### config.mk
export PLATFORM = sky130hd
export DESIGN_NAME = hdlc_frame_encoder
export DESIGN_NICKNAME = d
export VERILOG_FILES = /design/src/rtl/hdlc_enc_pkg.sv /design/src/rtl/hdlc_crc8.sv /design/src/rtl/hdlc_escape.sv /design/src/rtl/hdlc_hold_reg.sv /design/src/rtl/hdlc_frame_encoder.sv
export SDC_FILE = /design/constraint.sdc
export NUM_CORES = 1
export LEC_CHECK = 0
export ABC_AREA = 1
export BUFFER_PORTS_ARGS = -buffer_cell sky130_fd_sc_hd__buf_2
export CORE_MARGIN = 2
export CORE_UTILIZATION = 54
export CTS_BUF_LIST = sky130_fd_sc_hd__clkbuf_8
export DETAILED_ROUTE_END_ITERATION = 12
export PLACE_DENSITY = 0.88
export SLEW_MARGIN = 40
export SYNTH_ARGS = -nofsm -noshare
export SYNTH_HDL_FRONTEND = slang
export SYNTH_SLANG_ARGS = --single-unit
### constraint.sdc
create_clock -name clk -period 1.46 [get_ports clk]
set_input_delay 0.292 -clock clk [delete_from_list [all_inputs] [get_ports clk]]
set_output_delay 0.292 -clock clk [all_outputs]
set_load 0.01 [all_outputs]
### src/rtl/hdlc_enc_pkg.sv
// Package: shared constants and state encoding for the HDLC frame encoder.
// Assumes 8-bit bytes; the reserved values are fixed by the framing rule.
package hdlc_enc_pkg;

    localparam int          BYTE_W    = 8;
    localparam logic [7:0]  FLAG_BYTE = 8'h7E;
    localparam logic [7:0]  ESC_BYTE  = 8'h7D;
    localparam logic [7:0]  FLIP_MASK = 8'h20;
    localparam logic [7:0]  CRC_POLY  = 8'h8C;   // reflected x^8+x^5+x^4+1
    localparam logic [7:0]  CRC_SEED  = 8'hFF;

    // Frame sequencing states.
    typedef enum logic [2:0] {
        ST_IDLE    = 3'd0,   // waiting for the first beat of a message
        ST_DATA    = 3'd1,   // accepting payload beats
        ST_ESC2    = 3'd2,   // emitting second byte of a payload escape
        ST_CRC     = 3'd3,   // emitting checksum (or its escape lead)
        ST_CRC_ESC = 3'd4,   // emitting second byte of a checksum escape
        ST_CLOSE   = 3'd5    // emitting the closing flag
    } enc_state_t;

endpackage

### src/rtl/hdlc_crc8.sv
// Module: hdlc_crc8
// Running reflected CRC-8. 'restart' loads the seed, 'update' folds one
// byte in LSB first. Assumes restart and update are never high together.
module hdlc_crc8 #(
    parameter int         W    = 8,
    parameter logic [7:0] POLY = 8'h8C,
    parameter logic [7:0] SEED = 8'hFF
) (
    input  logic         clk,
    input  logic         rst_n,
    input  logic         restart,
    input  logic         update,
    input  logic [W-1:0] din,
    output logic [W-1:0] crc
);

    logic [W-1:0] crc_q;
    logic [W-1:0] crc_next;

    // Purpose: compute the register value after one byte, bit by bit.
    always_comb begin
        logic [W-1:0] acc;
        logic         mix;
        acc = crc_q;
        for (int b = 0; b < W; b++) begin
            mix = acc[0] ^ din[b];
            acc = acc >> 1;
            if (mix) begin
                acc = acc ^ POLY;
            end
        end
        crc_next = acc;
    end

    // Purpose: hold the running checksum across a frame.
    always_ff @(posedge clk) begin
        if (!rst_n) begin
            crc_q <= SEED;
        end else if (restart) begin
            crc_q <= SEED;
        end else if (update) begin
            crc_q <= crc_next;
        end
    end

    assign crc = crc_q;

endmodule

### src/rtl/hdlc_escape.sv
// Module: hdlc_escape
// Classifies a byte as reserved (flag or escape value) and gives the
// substitute byte sent after the escape lead. Purely combinational.
module hdlc_escape #(
    parameter int         W    = 8,
    parameter logic [7:0] FLAG = 8'h7E,
    parameter logic [7:0] ESC  = 8'h7D,
    parameter logic [7:0] FLIP = 8'h20
) (
    input  logic [W-1:0] din,
    output logic         reserved,
    output logic [W-1:0] substitute
);

    // Purpose: detect the two values that must not travel as-is.
    always_comb begin
        reserved   = (din == FLAG) || (din == ESC);
        substitute = din ^ FLIP;
    end

endmodule

### src/rtl/hdlc_hold_reg.sv
// Module: hdlc_hold_reg
// One-entry output register with valid/ready. 'slot_free' tells the
// producer a load this cycle will not overwrite an untaken byte.
// Assumes 'load' is asserted only when slot_free is high.
module hdlc_hold_reg #(
    parameter int W = 8
) (
    input  logic         clk,
    input  logic         rst_n,
    input  logic         load,
    input  logic [W-1:0] din,
    input  logic         out_ready,
    output logic         out_valid,
    output logic [W-1:0] out_data,
    output logic         slot_free
);

    logic         vld_q;
    logic [W-1:0] dat_q;

    // Purpose: the slot is free when empty or being drained this cycle.
    always_comb begin
        slot_free = !vld_q || out_ready;
    end

    // Purpose: keep the byte until the consumer takes it.
    always_ff @(posedge clk) begin
        if (!rst_n) begin
            vld_q <= 1'b0;
            dat_q <= '0;
        end else if (load) begin
            vld_q <= 1'b1;
            dat_q <= din;
        end else if (out_ready) begin
            vld_q <= 1'b0;
        end
    end

    assign out_valid = vld_q;
    assign out_data  = dat_q;

endmodule

### src/rtl/hdlc_frame_encoder.sv
// Module: hdlc_frame_encoder (top)
// Frames a valid/ready byte stream: opening flag, escaped payload,
// escaped reflected CRC-8 of the raw payload, closing flag. One output
// byte per cycle at most; input is stalled whenever the encoder inserts
// a byte of its own. Assumes input fields stay stable while in_valid is
// high and in_ready is low.
module hdlc_frame_encoder
    import hdlc_enc_pkg::*;
#(
    parameter int W = BYTE_W
) (
    input  logic         clk,
    input  logic         rst_n,
    input  logic [W-1:0] in_data,
    input  logic         in_valid,
    input  logic         in_last,
    input  logic         in_empty,
    output logic         in_ready,
    output logic [W-1:0] out_data,
    output logic         out_valid,
    input  logic         out_ready
);

    enc_state_t   state_q, state_d;
    logic [W-1:0] pend_q, pend_d;        // second byte of a pending escape pair
    logic         pend_last_q, pend_last_d;

    logic         slot_free;
    logic         ld;
    logic [W-1:0] ld_byte;
    logic         crc_restart;
    logic         crc_update;
    logic [W-1:0] crc_val;

    logic         in_rsv;
    logic [W-1:0] in_sub;
    logic         crc_rsv;
    logic [W-1:0] crc_sub;

    logic         beat;

    // Payload byte classifier.
    hdlc_escape #(.W(W), .FLAG(FLAG_BYTE), .ESC(ESC_BYTE), .FLIP(FLIP_MASK)) u_esc_in (
        .din        (in_data),
        .reserved   (in_rsv),
        .substitute (in_sub)
    );

    // Checksum byte classifier.
    hdlc_escape #(.W(W), .FLAG(FLAG_BYTE), .ESC(ESC_BYTE), .FLIP(FLIP_MASK)) u_esc_crc (
        .din        (crc_val),
        .reserved   (crc_rsv),
        .substitute (crc_sub)
    );

    hdlc_crc8 #(.W(W), .POLY(CRC_POLY), .SEED(CRC_SEED)) u_crc (
        .clk     (clk),
        .rst_n   (rst_n),
        .restart (crc_restart),
        .update  (crc_update),
        .din     (in_data),
        .crc     (crc_val)
    );

    hdlc_hold_reg #(.W(W)) u_hold (
        .clk       (clk),
        .rst_n     (rst_n),
        .load      (ld),
        .din       (ld_byte),
        .out_ready (out_ready),
        .out_valid (out_valid),
        .out_data  (out_data),
        .slot_free (slot_free)
    );

    // Purpose: input is taken only between payload bytes with room at the output.
    always_comb begin
        in_ready = (state_q == ST_DATA) && slot_free;
        beat     = in_ready && in_valid;
    end

    // Purpose: choose the next output byte and the next frame state.
    always_comb begin
        state_d     = state_q;
        pend_d      = pend_q;
        pend_last_d = pend_last_q;
        ld          = 1'b0;
        ld_byte     = FLAG_BYTE;
        crc_restart = 1'b0;
        crc_update  = 1'b0;
        unique case (state_q)
            ST_IDLE: begin
                if (in_valid && slot_free) begin
                    ld          = 1'b1;
                    ld_byte     = FLAG_BYTE;
                    crc_restart = 1'b1;
                    state_d     = ST_DATA;
                end
            end
            ST_DATA: begin
                if (beat) begin
                    if (in_empty) begin
                        state_d = ST_CRC;
                    end else begin
                        crc_update = 1'b1;
                        ld         = 1'b1;
                        if (in_rsv) begin
                            ld_byte     = ESC_BYTE;
                            pend_d      = in_sub;
                            pend_last_d = in_last;
                            state_d     = ST_ESC2;
                        end else begin
                            ld_byte = in_data;
                            state_d = in_last ? ST_CRC : ST_DATA;
                        end
                    end
                end
            end
            ST_ESC2: begin
                if (slot_free) begin
                    ld      = 1'b1;
                    ld_byte = pend_q;
                    state_d = pend_last_q ? ST_CRC : ST_DATA;
                end
            end
            ST_CRC: begin
                if (slot_free) begin
                    ld = 1'b1;
                    if (crc_rsv) begin
                        ld_byte = ESC_BYTE;
                        pend_d  = crc_sub;
                        state_d = ST_CRC_ESC;
                    end else begin
                        ld_byte = crc_val;
                        state_d = ST_CLOSE;
                    end
                end
            end
            ST_CRC_ESC: begin
                if (slot_free) begin
                    ld      = 1'b1;
                    ld_byte = pend_q;
                    state_d = ST_CLOSE;
                end
            end
            ST_CLOSE: begin
                if (slot_free) begin
                    ld      = 1'b1;
                    ld_byte = FLAG_BYTE;
                    state_d = ST_IDLE;
                end
            end
            default: begin
                state_d = ST_IDLE;
            end
        endcase
    end

    // Purpose: register frame state and the pending escape byte.
    always_ff @(posedge clk) begin
        if (!rst_n) begin
            state_q     <= ST_IDLE;
            pend_q      <= '0;
            pend_last_q <= 1'b0;
        end else begin
            state_q     <= state_d;
            pend_q      <= pend_d;
            pend_last_q <= pend_last_d;
        end
    end

endmodule

Word-level counts from Yosys, hierarchy flattened
Cells that the tools add are included.

storage, ports and cells
  register bits after elaboration = 29
  input bits = 14
  output and inout port bits = 10
  logic and storage cells = 102

cells by class
  equal/unequal tests = 18
  muxes and demuxes = 42
  bitwise logic cells = 20
  reductions and logical operators = 16

operators with widths
  operator            number
  $mux 8              19
  $eq 8x7->1 const B  4
  $not 2->3           8
  $pmux 8 s3          1
  $mux 3              6
  $ne 2x2->1 const B  9
  $pmux 3 s6          1
  $pmux 8 s2          1
  $reduce_and 6->1    2
  $mux 1              9
  $mux 2              4
  $xor 1x1->1         8
  $eq 3x2->1 const B  2
  $eq 3x3->1 const B  2
  $not 1->1           4
  $reduce_and 4->1    1
  $reduce_bool 2->1   2
  $reduce_or 2->1     2
  $reduce_or 4->1     1
  $eq 3x1->1 const B  1
  $logic_and 1x1->1   3
  $logic_not 3->1     1
  $logic_or 1x1->1    3
  $pmux 1 s3          1
  $logic_not 1->1     1

Depth between registers and ports, before layout
  depth in word-level cells = 16
  gate-level depth with buffers = 14

Hierarchy
A second synthesis with hierarchy kept.

second synthesis, totals
  cell total of the unflattened synthesis = 394
  area total of the unflattened synthesis = 2,309.7 µm²

by module, submodules not included
  module              times used  cells each  area an instance (µm²)  sequential area each (µm²)
  hdlc_frame_encoder  1           187         1,103.6                 240.2
  hdlc_crc8           1           133         706.9                   160.2
  hdlc_hold_reg       1           38          304.0                   180.2
  hdlc_escape         2           18          97.6                    0.0

Worst setup path before layout
Ideal clock, no wire load.

  kind = register -> register
  from = reg u_hold.vld_q (netlist: u_hold.out_valid)
  to = reg u_hold.dat_q[1] (netlist: u_hold.out_data[1])
  setup time = 117 ps
  data arrival time = 1,391 ps
  data required time = 1,343 ps
  setup slack = -48 ps
  cell stages (with the launch flop) = 11
  buffers on the path = 1
  period minus slack after synthesis = 1,508 ps
  path through = dfxtp_1 > inv_1 > nor2_1 > buf_2 > inv_2 > nand2_1 > nand2_1 > o21bai_4 > inv_4 > o21ai_0 > nor2_1

between the ends
  cells in the longest elaborated chain, start to end = 6

RTL lines
  item                                             line                       RTL
  start, declared                                  hdlc_hold_reg.sv:18        logic vld_q;
  start signal, assigned                           hdlc_hold_reg.sv:29        vld_q <= 1'b0;
  start signal, assigned                           hdlc_hold_reg.sv:32        vld_q <= 1'b1;
  start signal, assigned                           hdlc_hold_reg.sv:35        vld_q <= 1'b0;
  $logic_not 1->1 (*)                              hdlc_hold_reg.sv:23        slot_free = !vld_q || out_ready;
  $logic_or 1x1->1 (*)                             hdlc_hold_reg.sv:23
  $logic_and 1x1->1                                hdlc_frame_encoder.sv:78   in_ready = (state_q == ST_DATA) && slot_free;
  $logic_and 1x1->1                                hdlc_frame_encoder.sv:79   beat = in_ready && in_valid;
  $mux 8 / $mux 1 (equally long branches)          hdlc_frame_encoder.sv:101  if (beat) begin
  $pmux 8 s3 / $pmux 1 s3 (equally long branches)  hdlc_frame_encoder.sv:91   unique case (state_q)
  end signal, assigned                             hdlc_hold_reg.sv:33        dat_q <= din;
  end, declared                                    hdlc_hold_reg.sv:19        logic [W-1:0] dat_q;

Every way passes the cells marked *; elsewhere a longest branch is shown, timed or not.
A chain may end at the register's enable or synchronous reset.

Worst setup path after layout
  from = reg state_q[0]
  to = reg u_hold.dat_q[0] (netlist: u_hold.out_data[0])

between the ends
  cells in the longest elaborated chain, start to end = 5

RTL lines
  item                                             line                                                RTL
  start, declared                                  hdlc_frame_encoder.sv:24                            enc_state_t state_q, state_d;
  start signal, assigned                           hdlc_frame_encoder.sv:166                           state_q <= state_d;
  $eq 3x1->1                                       hdlc_frame_encoder.sv:78, hdlc_frame_encoder.sv:91
  $logic_and 1x1->1                                hdlc_frame_encoder.sv:78
  $logic_and 1x1->1                                hdlc_frame_encoder.sv:79
  $mux 8 / $mux 1 (equally long branches)          hdlc_frame_encoder.sv:101
  $pmux 8 s3 / $pmux 1 s3 (equally long branches)  hdlc_frame_encoder.sv:91

Parallel ways exist; a longest one is shown, timed or not.

==> run_results.csv <==
group,metric,value,unit
outcome,status,"complete, but fails checks",
outcome,violations,"negative setup slack",
sta,fin_crit_sh,1.17,
detailed_routing,vias,2703,
power_and_ir_drop,ir_drop,0.000956,V
detailed_routing,route.detailed.drc,0,
floorplan,dieArea,4030,um^2
yosys,ys_warn_count,0,
power_and_ir_drop,p_leak,1.36,nW
critical_path,cp_common_cell,"nand2_1",
place,numPortBuffers,23,
critical_path,path_max_fanout,6,
global_routing,grt.overflow.total,0,
floorplan,start_util,0.568,
cts,insertion_delay,0.29,ns
detailed_routing,routed_wirelength,8600,um
detailed_routing,drtIter0Drc,472,
sta,clock_skew,0.0121,ns
global_routing,grt_max_degree,13,
floorplan,die_w,63.5,um
sta,hold_violations,0,
power_and_ir_drop,power-per-cell-area,850,nW/um^2
floorplan,rows,21,
yosys,syn-instance-count,297,
sta,tns,-1.99,ns
yosys,synth.area.top_cells,"dfxtp_1 30%, nand2_1 16%, inv_1 6.9%",
global_routing,grt_pass1_vias,2333,
yosys,synth-edff-count,0,
cts,cts_htree_levels,2,
yosys,syn_avg_cell_area,6.44,um^2
sta,worst_pin_slew,0.372,ns
yosys,ys.flop_type,"dfxtp_1",
yosys,synth.largest_area_cell,"dfxtp_1",
detailed_routing,ant_nets,0,
sta,fmaxAchievable,0.586,GHz
floorplan,core_area,3360,um^2
cts,cts_tree,"done",
critical_path,cp-start-kind,"flip-flop",
sta,setup_viol,22,
place,gp_congestion,0.986,
cts,cts_buffers,5,
critical_path,cpMaxStageDelayCell,"dfxtp_4",
cts,clk_path_buf_depth,2,
critical_path,required,1.68,ns
critical_path,worstPathCellList,"nor2_1 -> nand2_1 -> nand2_2 -> buf_4 -> nand2_1 -> nand2_1 -> inv_1 -> nand2_1 -> nand2_1 -> nand2_2 -> nand2_1 -> a21oi_2",
critical_path,cp_top_family,"simple AND/OR/NAND/NOR gates",
yosys,synth_nets,312,
yosys,seq_area_frac_synth,0.304,
critical_path,arrival,1.93,ns
run,maxCapViolations,0,
floorplan,die_h,63.5,um
final_layout,final_layout_size_suffix_gt1_frac,0.418,
detailed_routing,vias_per_cell,6.48,
global_routing,track_usage,0.341,
final_layout,fin_nets,385,
cts,root_buffer,"clkbuf_8",
critical_path,crit_type,"reg -> reg",
sta,setup_ws,-0.247,ns
final_layout,antenna_cells,0,
critical_path,crit_path_end_kind,"flip-flop",
critical_path,crit_buf_inv,2,
final_layout,area_growth,45.6,%
detailed_routing,avgRoutedWirePerCell,20.6,um
sta,rsz0062_at_grt,"yes",
detailed_routing,firstDrtPassIters,10,
place,dp_slack,-0.131,ns
yosys,netlist.area_leader.share,0.304,
yosys,async_reset_ff_frac,0,
sta,min_period,1.71,ns
yosys,synth_seq_cells,29,
floorplan,num_io_pins,24,
sta,maxSlewHeadroom,0.749,
global_routing,antenna_found_initial,0,
cts,clkTransAtPathRegs,0.08,ns
global_routing,grt_first_pass_wirelength,10600,um
place,dp_hpwl,4110,um
yosys,synth_area,1910,um^2
critical_path,worst_path_largest_cell_delay,0.38,ns
yosys,yosysUniqueCellTypes,32,
hold_path,hold_path_class,"in -> reg",
sta,slew_viol_final,0,
cts,cts_sinks,29,
[kinds of logic (layout without fill, tap and decap cells)]
family / count (synthesis) / after routing / synth area share
compound gates: 65 / 65 / 0.203
xor+xnor: 9 / 9 / 0.0412
simple gates: 145 / 145 / 0.338
fa+ha+maj: 1 / 1 / 0.00654
buf+inv: 48 / 122 / 0.107
flops: 29 / 29 / 0.304
[flip-flops by register name (all words and copies together) (netlist names)]
name / flops
pend_q: 8
u_hold.out_valid: 1
state_q: 3
u_hold.out_data: 8
pend_last_q: 1
u_crc.crc: 8
[cell type report]
class | count | area (um^2)
fill | 185 | 579
tap | 46 | 57.6
inverter | 41 | 166
clock inverter | 3 | 17.5
clock buffer | 5 | 68.8
multi-input combinational | 220 | 1330
timing repair buffer | 73 | 548
sequential | 29 | 599
[metrics by stage]
stage / area [um^2] / power [mW] / utilization / hold slack, ns / cells
2_1_floorplan: 1910 / 1.25 / - / 0.427 / 297
3_3_place_gp: 2330 / 1.46 / 0.693 / 0.450 / 396
3_5_place_dp: 2330 / 1.47 / 0.693 / 0.454 / 396
4_1_cts: 2540 / 2.18 / 0.755 / 0.289 / 412
5_1_grt: 2780 / 2.46 / 0.828 / 0.316 / 417
6_report: 2780 / 2.37 / 0.828 / 0.295 / 417
[tightest hold or removal path, stage by stage]
cell	delay, ns
buf_2	0.08
inv_1	0.06
a21oi_1	0.12
[metal layers]
layer,vias up,wire (um),track usage
met3,112,1170,0.0911
met5,-,0,0
li1,1118,-,-
met2,280,3610,0.554
met1,1193,2870,0.379
met4,0,947,0.255
[final timing paths]
path,from,slack [ns],endpoint,depth (start not counted)
setup / recovery,state_q[0]$_SDFFE_PN0P_,-0.25,u_hold.out_data[0]$_SDFFE_PN0P_,12
hold / removal,in_last,0.30,pend_last_q$_SDFFE_PN0P_,3
setup reg to reg,state_q[0]$_SDFFE_PN0P_,-0.25,u_hold.out_data[0]$_SDFFE_PN0P_,12
hold reg to reg,u_hold.out_data[7]$_SDFFE_PN0P_,0.47,u_hold.out_data[7]$_SDFFE_PN0P_,2
[layout by cell type (no fill, tap or decap), types with 2 or more instances in the layout]
master / instances
inv_1: 30
clkinv_2: 2
nand4_1: 3
inv_2: 6
nor3_1: 2
dfxtp_4: 3
o211ai_2: 2
o21ai_2: 4
nand2_2: 13
clkbuf_8: 5
dfxtp_2: 6
o211ai_1: 7
buf_2: 22
buf_12: 2
xor2_1: 4
o21ai_0: 14
a21oi_2: 8
a21oi_1: 13
nor2_4: 6
xnor2_2: 3
o21ai_1: 13
buf_4: 41
inv_4: 5
nand2_1: 71
dfxtp_1: 20
nor3_2: 4
buf_6: 8
nor2_2: 3
nand3_1: 20
nor2_1: 18
[report_power, final]
group	switching, mW	leakage (nW)	internal (mW)	total (mW)
Sequential	0.0401	0.236	0.835	0.876
Combinational	0.494	1.08	0.316	0.809
Clock	0.354	0.0439	0.329	0.682
Total	0.888	1.36	1.48	2.37
[cells in the mapped netlist, drive strengths merged (3+ instances only)]
cell,number
nand2,85
inv,41
o21ai,32
dfxtp,29
nor2,28
a21oi,22
nand3,22
o211ai,9
nor3,7
buf,5
xor2,5
xnor2,4
nand4,3
[repair_timing]
item                                    in CTS  in global routing
endpoints found under the setup margin      22                 29
hold buffers                                 0                  0
pin swaps                                    2                 12
buffers inserted                             8                  5
gates resized for setup                     21                 65
(Power assumes the default switching activity.)
